<file path="src/rtl/dpsk_pkg.sv">
// Package dpsk_pkg
// Shared widths, the mode encoding and the Gray decode for the PSK point mapper.
// Assumes a 16-step phase circle (pi/8 per step) and 16-bit signed samples.
package dpsk_pkg;
    localparam int PH_W   = 4;   // phase accumulator width, pi/8 units
    localparam int BITS_W = 3;   // widest symbol (8-PSK)
    localparam int SMP_W  = 16;  // Q1.15 sample width

    typedef enum logic [1:0] {
        MODE_QPSK_PI4 = 2'd0,
        MODE_PSK8     = 2'd1,
        MODE_PSK8_ROT = 2'd2,
        MODE_PSK8_ALT = 2'd3
    } psk_mode_e;

    // Gray code to binary, 3 bits
    function automatic logic [BITS_W-1:0] gray_to_bin(input logic [BITS_W-1:0] gv);
        logic [BITS_W-1:0] bv;
        bv[BITS_W-1] = gv[BITS_W-1];
        for (int n = BITS_W - 2; n >= 0; n--) begin
            bv[n] = bv[n+1] ^ gv[n];
        end
        return bv;
    endfunction
endpackage

</file>
<file path="src/rtl/dpsk_phase_ctrl.sv">
// Module dpsk_phase_ctrl
// Holds the running phase and, for each symbol, works out the point index from
// the mode's rotation and the Gray-decoded data offset. The index is
// combinational and is valid in the cycle the symbol is presented.
// Assumes: mode and sym_bits are known whenever sym_valid is high.
module dpsk_phase_ctrl
    import dpsk_pkg::*;
(
    input  logic              clk,
    input  logic              rst_n,
    input  logic              clear,
    input  logic [1:0]        mode,
    input  logic              sym_valid,
    input  logic [BITS_W-1:0] sym_bits,
    output logic              pt_fire,
    output logic [PH_W-1:0]   pt_idx
);
    logic [PH_W-1:0]   phase_q;
    logic [PH_W-1:0]   rot;
    logic [PH_W-1:0]   off;
    logic [BITS_W-1:0] g3;
    logic [1:0]        g2;

    // Decode the data bits and pick this mode's rotation and offset
    always_comb begin
        g3 = gray_to_bin(sym_bits);
        g2 = {sym_bits[1], sym_bits[1] ^ sym_bits[0]};
        case (psk_mode_e'(mode))
            MODE_QPSK_PI4: begin
                rot = PH_W'(2);
                off = {g2, 2'b10};
            end
            MODE_PSK8_ROT: begin
                rot = PH_W'(3);
                off = {g3, 1'b0};
            end
            default: begin
                rot = '0;
                off = {g3, 1'b0};
            end
        endcase
    end

    // A symbol is accepted only when no clear is pending
    always_comb begin
        pt_fire = sym_valid & ~clear;
        pt_idx  = phase_q + rot + off;
    end

    // Running phase: reset and clear to zero, advance on each accepted symbol
    always_ff @(posedge clk) begin
        if (!rst_n || clear) begin
            phase_q <= '0;
        end else if (sym_valid) begin
            phase_q <= phase_q + rot;
        end
    end

    a_r10_clear_zeroes_phase: assert property (@(posedge clk) disable iff (!rst_n)
        clear |=> (phase_q == '0));

    a_r3_idle_keeps_phase: assert property (@(posedge clk) disable iff (!rst_n)
        (!sym_valid && !clear) |=> $stable(phase_q));

    a_r7_plain_psk8_no_turn: assert property (@(posedge clk) disable iff (!rst_n)
        (pt_fire && mode[0]) |=> $stable(phase_q));

    a_r6_qpsk_turns_two: assert property (@(posedge clk) disable iff (!rst_n)
        (pt_fire && mode == 2'd0) |=> (phase_q == $past(phase_q) + PH_W'(2)));

    a_r8_rot_turns_three: assert property (@(posedge clk) disable iff (!rst_n)
        (pt_fire && mode == 2'd2) |=> (phase_q == $past(phase_q) + PH_W'(3)));
endmodule

</file>
<file path="src/rtl/dpsk_trig_lut.sv">
// Module dpsk_trig_lut
// Turns a 16-step phase index into cosine and sine at amplitude 32768/sqrt(2).
// Only five quarter-wave magnitudes are stored; quadrant folding gives the rest.
// Assumes a 4-bit index and 16-bit output.
module dpsk_trig_lut
    import dpsk_pkg::*;
(
    input  logic [PH_W-1:0]          idx,
    output logic signed [SMP_W-1:0]  cos_o,
    output logic signed [SMP_W-1:0]  sin_o
);
    // Quarter-wave magnitude for steps 0..4 of pi/8
    function automatic logic signed [SMP_W-1:0] quarter_mag(input logic [2:0] s);
        case (s)
            3'd0:    return 16'sd23170;
            3'd1:    return 16'sd21407;
            3'd2:    return 16'sd16384;
            3'd3:    return 16'sd8867;
            default: return 16'sd0;
        endcase
    endfunction

    // Cosine of k*pi/8 by folding into the first quadrant
    function automatic logic signed [SMP_W-1:0] fold_cos(input logic [PH_W-1:0] k);
        logic [2:0] r;
        logic [2:0] rr;
        r  = {1'b0, k[1:0]};
        rr = 3'd4 - r;
        case (k[3:2])
            2'd0:    return  quarter_mag(r);
            2'd1:    return -quarter_mag(rr);
            2'd2:    return -quarter_mag(r);
            default: return  quarter_mag(rr);
        endcase
    endfunction

    // sin(x) = cos(x - pi/2), a shift of four steps
    always_comb begin
        cos_o = fold_cos(idx);
        sin_o = fold_cos(idx + PH_W'(12));
    end

    // Every point lies on the circle of radius A, within rounding
    always_comb begin
        a_r9_on_circle: assert ((32'(cos_o) * 32'(cos_o) + 32'(sin_o) * 32'(sin_o)) >= 32'sd536800000
                             && (32'(cos_o) * 32'(cos_o) + 32'(sin_o) * 32'(sin_o)) <= 32'sd536950000);
    end
endmodule

</file>
<file path="src/rtl/dpsk_point_mapper.sv">
// Module dpsk_point_mapper (top)
// Differential PSK symbol mapper: one registered I/Q point per accepted symbol,
// one cycle after it is presented. Outputs hold between points.
// Assumes: rst_n is held low for at least one edge before symbols arrive.
module dpsk_point_mapper
    import dpsk_pkg::*;
(
    input  logic                     clk,
    input  logic                     rst_n,
    input  logic                     clear,
    input  logic [1:0]               mode,
    input  logic                     sym_valid,
    input  logic [2:0]               sym_bits,
    output logic                     out_valid,
    output logic signed [15:0]       out_i,
    output logic signed [15:0]       out_q
);
    logic                     pt_fire;
    logic [PH_W-1:0]          pt_idx;
    logic signed [SMP_W-1:0]  lut_cos;
    logic signed [SMP_W-1:0]  lut_sin;

    dpsk_phase_ctrl u_phase (
        .clk       (clk),
        .rst_n     (rst_n),
        .clear     (clear),
        .mode      (mode),
        .sym_valid (sym_valid),
        .sym_bits  (sym_bits),
        .pt_fire   (pt_fire),
        .pt_idx    (pt_idx)
    );

    dpsk_trig_lut u_lut (
        .idx   (pt_idx),
        .cos_o (lut_cos),
        .sin_o (lut_sin)
    );

    // Output register: load a point on each accepted symbol, hold otherwise
    always_ff @(posedge clk) begin
        if (!rst_n) begin
            out_valid <= 1'b0;
            out_i     <= '0;
            out_q     <= '0;
        end else begin
            out_valid <= pt_fire;
            if (pt_fire) begin
                out_i <= lut_cos;
                out_q <= lut_sin;
            end
        end
    end

    a_r2_valid_follows_symbol: assert property (@(posedge clk) disable iff (!rst_n)
        (sym_valid && !clear) |=> out_valid);

    a_r10_clear_drops_symbol: assert property (@(posedge clk) disable iff (!rst_n)
        clear |=> !out_valid);

    a_r3_outputs_hold: assert property (@(posedge clk) disable iff (!rst_n)
        !(sym_valid && !clear) |=> ($stable(out_i) && $stable(out_q) && !out_valid));
endmodule

</file>
<file path="config.mk">
export PLATFORM = sky130hd
export DESIGN_NAME = dpsk_point_mapper
export DESIGN_NICKNAME = d
export VERILOG_FILES = /design/src/rtl/dpsk_pkg.sv /design/src/rtl/dpsk_phase_ctrl.sv /design/src/rtl/dpsk_trig_lut.sv /design/src/rtl/dpsk_point_mapper.sv
export SDC_FILE = /design/constraint.sdc
export NUM_CORES = 1
export LEC_CHECK = 0
export ABC_AREA = 1
export BUFFER_PORTS_ARGS = -buffer_cell sky130_fd_sc_hd__buf_2
export CORE_MARGIN = 2
export CORE_UTILIZATION = 38
export CTS_BUF_LIST = sky130_fd_sc_hd__clkbuf_4
export CTS_CLUSTER_DIAMETER = 120
export DETAILED_ROUTE_END_ITERATION = 10
export PLACE_DENSITY_LB_ADDON = 0.2
export SKIP_LAST_GASP = 1
export SYNTH_ARGS = -nofsm -noshare
export SYNTH_HDL_FRONTEND = slang
export SYNTH_SLANG_ARGS = --single-unit
</file>
<file path="constraint.sdc">
create_clock -name clk -period 7 [get_ports clk]
set_input_delay 1.4 -clock clk [delete_from_list [all_inputs] [get_ports clk]]
set_output_delay 1.4 -clock clk [all_outputs]
set_load 0.03 [all_outputs]
</file>
## After elaboration in Yosys (flattened, before gate mapping)

Cells that the tools add are included.

- $add $sub $neg: 9
- Equal/unequal tests: 17
- Muxes and demuxes: 12
- Bitwise operators: 5
- Reduce and logical (&&, ||, !) cells: 9

Operators by type and width:

| cell | count |
|---|---|
| $pmux 16 s4 | 2 |
| $pmux 15 s4 | 2 |
| $pmux 16 s3 | 2 |
| $mux 16 | 4 |
| $neg 16->16 | 4 |
| $eq 2x2->1 const B | 7 |
| $eq 3x2->1 const B | 4 |
| $logic_not 2->1 | 5 |
| $eq 2x1->1 const B | 4 |
| $eq 3x1->1 const B | 2 |
| $logic_not 3->1 | 2 |
| $sub 3x2->3 const A | 2 |
| $add 4x2->4 | 1 |
| $add 4x4->4 | 1 |
| $add 4x4->4 const B | 1 |
| $mux 4 | 1 |
| $pmux 2 s2 | 1 |
| $xor 1x1->1 | 3 |
| $and 1x1->1 | 1 |
| $logic_not 1->1 | 1 |
| $logic_or 1x1->1 | 1 |
| $not 1->1 | 1 |

- Register bits after elaboration: 37
- Bits of input ports: 9
- Output and inout port bits: 33
- Logic and storage cells: 56

## Logic depth before layout (Yosys ltp)

- Depth in word-level cells: 11
- Gate-level depth with buffers: 19
- Depth with buffers taken out: 18

## Modules after synthesis

Synthesis repeated with hierarchy kept, for this count alone.

- Cells, all modules: 399
- Area total of the unflattened synthesis: 2446.1 um^2

By module, submodules not included:

| module | instances | cells an instance | area each (um^2) | seq. area each (um^2) |
|---|---|---|---|---|
| dpsk_point_mapper | 1 | 206 | 1361.3 | 660.6 |
| dpsk_trig_lut | 1 | 130 | 688.2 | 0.0 |
| dpsk_phase_ctrl | 1 | 63 | 396.6 | 80.1 |

## Worst setup path after synthesis

Ideal clock, no wire load.

- Kind: input -> register
- From: input port mode[1]
- To: register out_q[10]
- Library setup time: 113 ps
- Data arrival time: 3749 ps
- Data required time: 6887 ps
- Slack: 3138 ps
- Stages: 14
- Buffers on the path: 1
- Cells stage by stage: inv_1 > nor2_1 > ha_1 > fa_1 > ha_1 > inv_1 > fa_1 > inv_1 > buf_1 > nor2_8 > nand2_1 > o21ai_1 > o21ai_1 > inv_1

- Longest elaborated chain between the ends: 11
- Elaborated cells on any way between the ends: 26
- Those cells by class: add/sub (6); eq/ne (9); mux (7); reduce/logical (4)

Ends and longest elaborated chain:

| what | RTL line | text |
|---|---|---|
| from (decl) | dpsk_point_mapper.sv:11 | `input logic [1:0] mode,` |
| $eq 2x2->1 / $logic_not 2->1 (equally long branches) | dpsk_phase_ctrl.sv:28 | `case (psk_mode_e'(mode))` |
| $pmux 2 s2 | dpsk_phase_ctrl.sv:28 |  |
| $add 4x2->4 | dpsk_phase_ctrl.sv:47 | `pt_idx = phase_q + rot + off;` |
| $add 4x4->4 (*) | dpsk_phase_ctrl.sv:47 |  |
| $add 4x4->4 (*) | dpsk_trig_lut.sv:40 | `sin_o = fold_cos(idx + PH_W'(12));` |
| $sub 3x2->3 | dpsk_trig_lut.sv:28 | `rr = 3'd4 - r;` |
| $eq 3x2->1, or another cell as far along | dpsk_trig_lut.sv:14 | `case (s)` |
| $pmux 15 s4 | dpsk_trig_lut.sv:14 |  |
| $mux 16 | dpsk_trig_lut.sv:29 | `case (k[3:2])` |
| $neg 16->16 | dpsk_trig_lut.sv:31 | `2'd1: return -quarter_mag(rr);` |
| $pmux 16 s3 (*) | dpsk_trig_lut.sv:29 |  |
| to (signal assigned) | dpsk_point_mapper.sv:50 | `out_q <= lut_sin;` |
| to (decl) | dpsk_point_mapper.sv:16 | `output logic signed [15:0] out_q` |

Mark *: on every way between the ends. The rest lies on a longest branch, timed or not. The select of a mux whose other input is x is not followed.
A chain may end at the register's enable or synchronous reset.

## Final worst setup path

- From: input port mode[0]
- To: register out_i[8]

- Longest elaborated chain between the ends: 10
- Elaborated cells on any way between the ends: 25
- Those cells by class: add/sub (5); eq/ne (9); mux (7); reduce/logical (4)

Ends and longest elaborated chain:

| what | RTL line | text |
|---|---|---|
| $eq 2x2->1 / $logic_not 2->1 (equally long branches) | dpsk_phase_ctrl.sv:28 |  |
| $pmux 2 s2 | dpsk_phase_ctrl.sv:28 |  |
| $add 4x2->4 | dpsk_phase_ctrl.sv:47 |  |
| $add 4x4->4 (*) | dpsk_phase_ctrl.sv:47 |  |
| $sub 3x2->3 | dpsk_trig_lut.sv:28 |  |
| $eq 3x2->1, or another cell as far along | dpsk_trig_lut.sv:14 |  |
| $pmux 15 s4 | dpsk_trig_lut.sv:14 |  |
| $mux 16 | dpsk_trig_lut.sv:29 |  |
| $neg 16->16 | dpsk_trig_lut.sv:31 |  |
| $pmux 16 s3 (*) | dpsk_trig_lut.sv:29 |  |
| to (signal assigned) | dpsk_point_mapper.sv:49 | `out_i <= lut_cos;` |
| to (decl) | dpsk_point_mapper.sv:15 | `output logic signed [15:0] out_i,` |

Marks and branches as above.

==> results.json <==
{
  "status": "finished, final reports clean",
  "synth_xor_area_frac": 0.03017,
  "critPathLaunchType": "input pin",
  "timing.final.crit_share": 0.6112,
  "place_area_um2": 1883,
  "hold_start": "out_q[14]$_SDFFE_PN0P_",
  "cts_tree": "built",
  "synth_compound_area_frac": 0.1164,
  "track_usage": 0.1621,
  "layout_common_cells": "nand2_1 (54), buf_2 (41), nor2_1 (32)",
  "power.leakage_nw": 1.033,
  "dr_total_vias": 1641,
  "antenna_found_initial": 0,
  "multiInputGateArea_um2": 997.2,
  "syn-instance-count": 263,
  "clkTransAtPathRegs_ns": 0.12,
  "area_growth_pct": 9.411,
  "clock-root-buffer": "clkbuf_4",
  "wl_per_cell_um": 11.78,
  "hold_end": "out_q[14]$_SDFFE_PN0P_",
  "finalHoldViolCount": 0,
  "slew_violations": 0,
  "routed_wl_mm": 3.995,
  "critPathRequiredTime_ns": 7.25,
  "antenna_left": 0,
  "syn_nets": 286,
  "setup_slack_ns": 2.722,
  "fin_tns_setup_ns": 0,
  "ir_worst_vdd_mv": 0.08406,
  "finalClockSkew_ns": 0.001495,
  "hold_path_depth": 2,
  "setup_violations": 0,
  "cts.sinks": 24,
  "endpoint_kind": "flop",
  "fin_nets": 312,
  "dpl_worst_slack_ns": 2.397,
  "critPathArrivalTime_ns": 4.53,
  "synth_simple_gate_area_share": 0.3168,
  "rsz0062_at_grt": "false",
  "grt_pass1_wl_mm": 6.720,
  "fillerInstances": 474,
  "reg2reg_depth": 10,
  "worstSkewPairLatency_ns": 0.31,
  "initial_core_util": 0.3973,
  "ys_types": 28,
  "r2r_slack_ns": 3.63,
  "coreArea_um2": 4384,
  "clockBufferDepth": 2,
  "die_w_um": 71.70,
  "p_per_area_nw_per_um2": 222.0,
  "dr.pass1.iters": 4,
  "grt_max_degree": 24,
  "first_global_vias": 1501,
  "cts_setup_buffers": 0,
  "htree_levels": 1,
  "rows": 24,
  "max_cap_viol_count": 0,
  "synthMuxAreaShare": 0,
  "drive_gt1_frac": 0.1882,
  "path_class": "in -> reg",
  "fin_crit_ns": 4.278,
  "cts_buffers": 3,
  "worstSetupStartpoint": "mode[0]",
  "post-route-util": 0.4346,
  "diodes": 0,
  "place_congestion": 0.8888,
  "mostFrequentLayoutCell": "nand2_1",
  "timing.rr.start": "u_phase.phase_q[0]$_SDFFE_PP0P_",
  "syn_area_um2": 1742,
  "timing.slew.headroom": 0.4753,
  "die_area_um2": 5141,
  "ios": 42,
  "cts_hold_buf": 0,
  "power.total_uw": 423.0,
  "synth_top_family_by_area": "simple AND/OR/NAND/NOR gates",
  "die_h_um": 71.70,
  "design_area_um2": 1906,
  "cp_max_fo": 13,
  "syn_avg_cell_area_um2": 6.622,
  "yosys_warnings": 0,
  "drc": 0,
  "synthAdderAreaFrac": 0.1092,
  "tightest_slew_ns": 0.7851,
  "seqCellArea_um2": 480.5,
  "seq_area_frac_synth": 0.2759,
  "port_buffers": 41,
  "dr.first_iter.drc_count": 80,
  "timing.rr.end": "out_i[8]$_SDFFE_PN0P_",
  "vias_per_cell": 4.841,
  "cts-resized-gates": 0,
  "hold_class": "reg -> reg",
  "synth_seq_cells": 24,
  "fmax_mhz": 233.7,
  "grt_remaining_overflow": 0,
  "place_hpwl_mm": 3.043
}
routing by layer:
layer,global-route usage,vias to the layer above,share of wire
li1,-,874,-
met1,0.2064,708,0.46
met2,0.2788,55,0.46
met3,0.03797,4,0.071
met4,0.03564,0,0.0063
met5,0,-,0
logic make-up after synthesis:
logic type,after synthesis
AO/OA/AOI/OAI,39
XOR/XNOR,6
adder cells (fa/ha/maj),14
buffers and inverters,55
flip-flops,24
AND/OR/NAND/NOR,125
where the power goes:
group / leakage (nW) / switching (mW) / total [mW] / internal (mW)
sequential: 0.196 / 0.00583 / 0.153 / 0.147
clock: 0.0138 / 0.0400 / 0.0602 / 0.0202
combinational: 0.823 / 0.146 / 0.210 / 0.0634
synth_stat cells:
| master | n | area (um2) |
|---|---|---|
| nor2_8 | 1 | 20.02 |
| o21ai_1 | 8 | 40.04 |
| nand4_1 | 3 | 18.77 |
| buf_2 | 1 | 5.000 |
| dfxtp_1 | 24 | 480.5 |
| ha_1 | 12 | 150.1 |
| nand2_2 | 1 | 6.260 |
| a21oi_1 | 16 | 80.08 |
| xnor2_1 | 3 | 26.28 |
| fa_1 | 2 | 40.04 |
| o21ai_0 | 11 | 55.05 |
| inv_2 | 3 | 11.26 |
| nor3_1 | 1 | 5.000 |
| or2_2 | 1 | 6.260 |
| o211ai_1 | 2 | 15.01 |
| nor2_2 | 1 | 6.260 |
| clkbuf_1 | 5 | 18.77 |
| buf_1 | 1 | 3.750 |
| a31oi_1 | 2 | 12.51 |
| xor2_1 | 3 | 26.28 |
| buf_6 | 1 | 11.26 |
| nand2_1 | 54 | 202.7 |
| nand3_1 | 29 | 145.1 |
| inv_1 | 31 | 116.4 |
| nand3_2 | 1 | 10.01 |
| nor2_4 | 1 | 11.26 |
| buf_4 | 13 | 97.59 |
| nor2_1 | 32 | 120.1 |
sequential cells by signal, summed over array words and instances, names as in the netlist:
signal           flops
out_q                9
out_valid            1
out_i               10
u_phase.phase_q      4
metrics by stage:
stage,cells,hold WS [ns]
6_report,339,0.4689
5_1_grt,339,0.4931
4_1_cts,339,0.4749
3_5_place_dp,336,0.4560
3_3_place_gp,336,0.4533
2_1_floorplan,263,0.4726
area by class of cell:
cell class / count / area share
inverters: 34 / 0.06697
flip-flops and latches: 24 / 0.2521
multi-input cells: 184 / 0.5233
clock buffers: 3 / 0.01182
repair buffers: 42 / 0.1116
well taps: 52 / 0.03414
worst max-delay path: stages:
cell and delay (ns):
buf_2 0.12, nor2_1 0.14, ha_1 0.20, fa_1 0.45, ha_1 0.22, inv_1 0.06, fa_1 0.62, inv_1 0.45
nand3_1 0.36, nor3_1 0.30, nor2_1 0.06, a21oi_1 0.14
worst max path at each step:
stage / slack (ns) / end / cells after the start
floorplan: 3.14 / out_q[10]$_SDFFE_PN0P_ / 14
global placement: 2.40 / out_i[12]$_SDFFE_PN0P_ / 12
detailed placement: 2.40 / out_i[12]$_SDFFE_PN0P_ / 12
CTS: 2.73 / out_i[8]$_SDFFE_PN0P_ / 12
global route: 2.37 / out_i[12]$_SDFFE_PN0P_ / 13
finish: 2.72 / out_i[8]$_SDFFE_PN0P_ / 12
(Power assumes the default switching activity.)
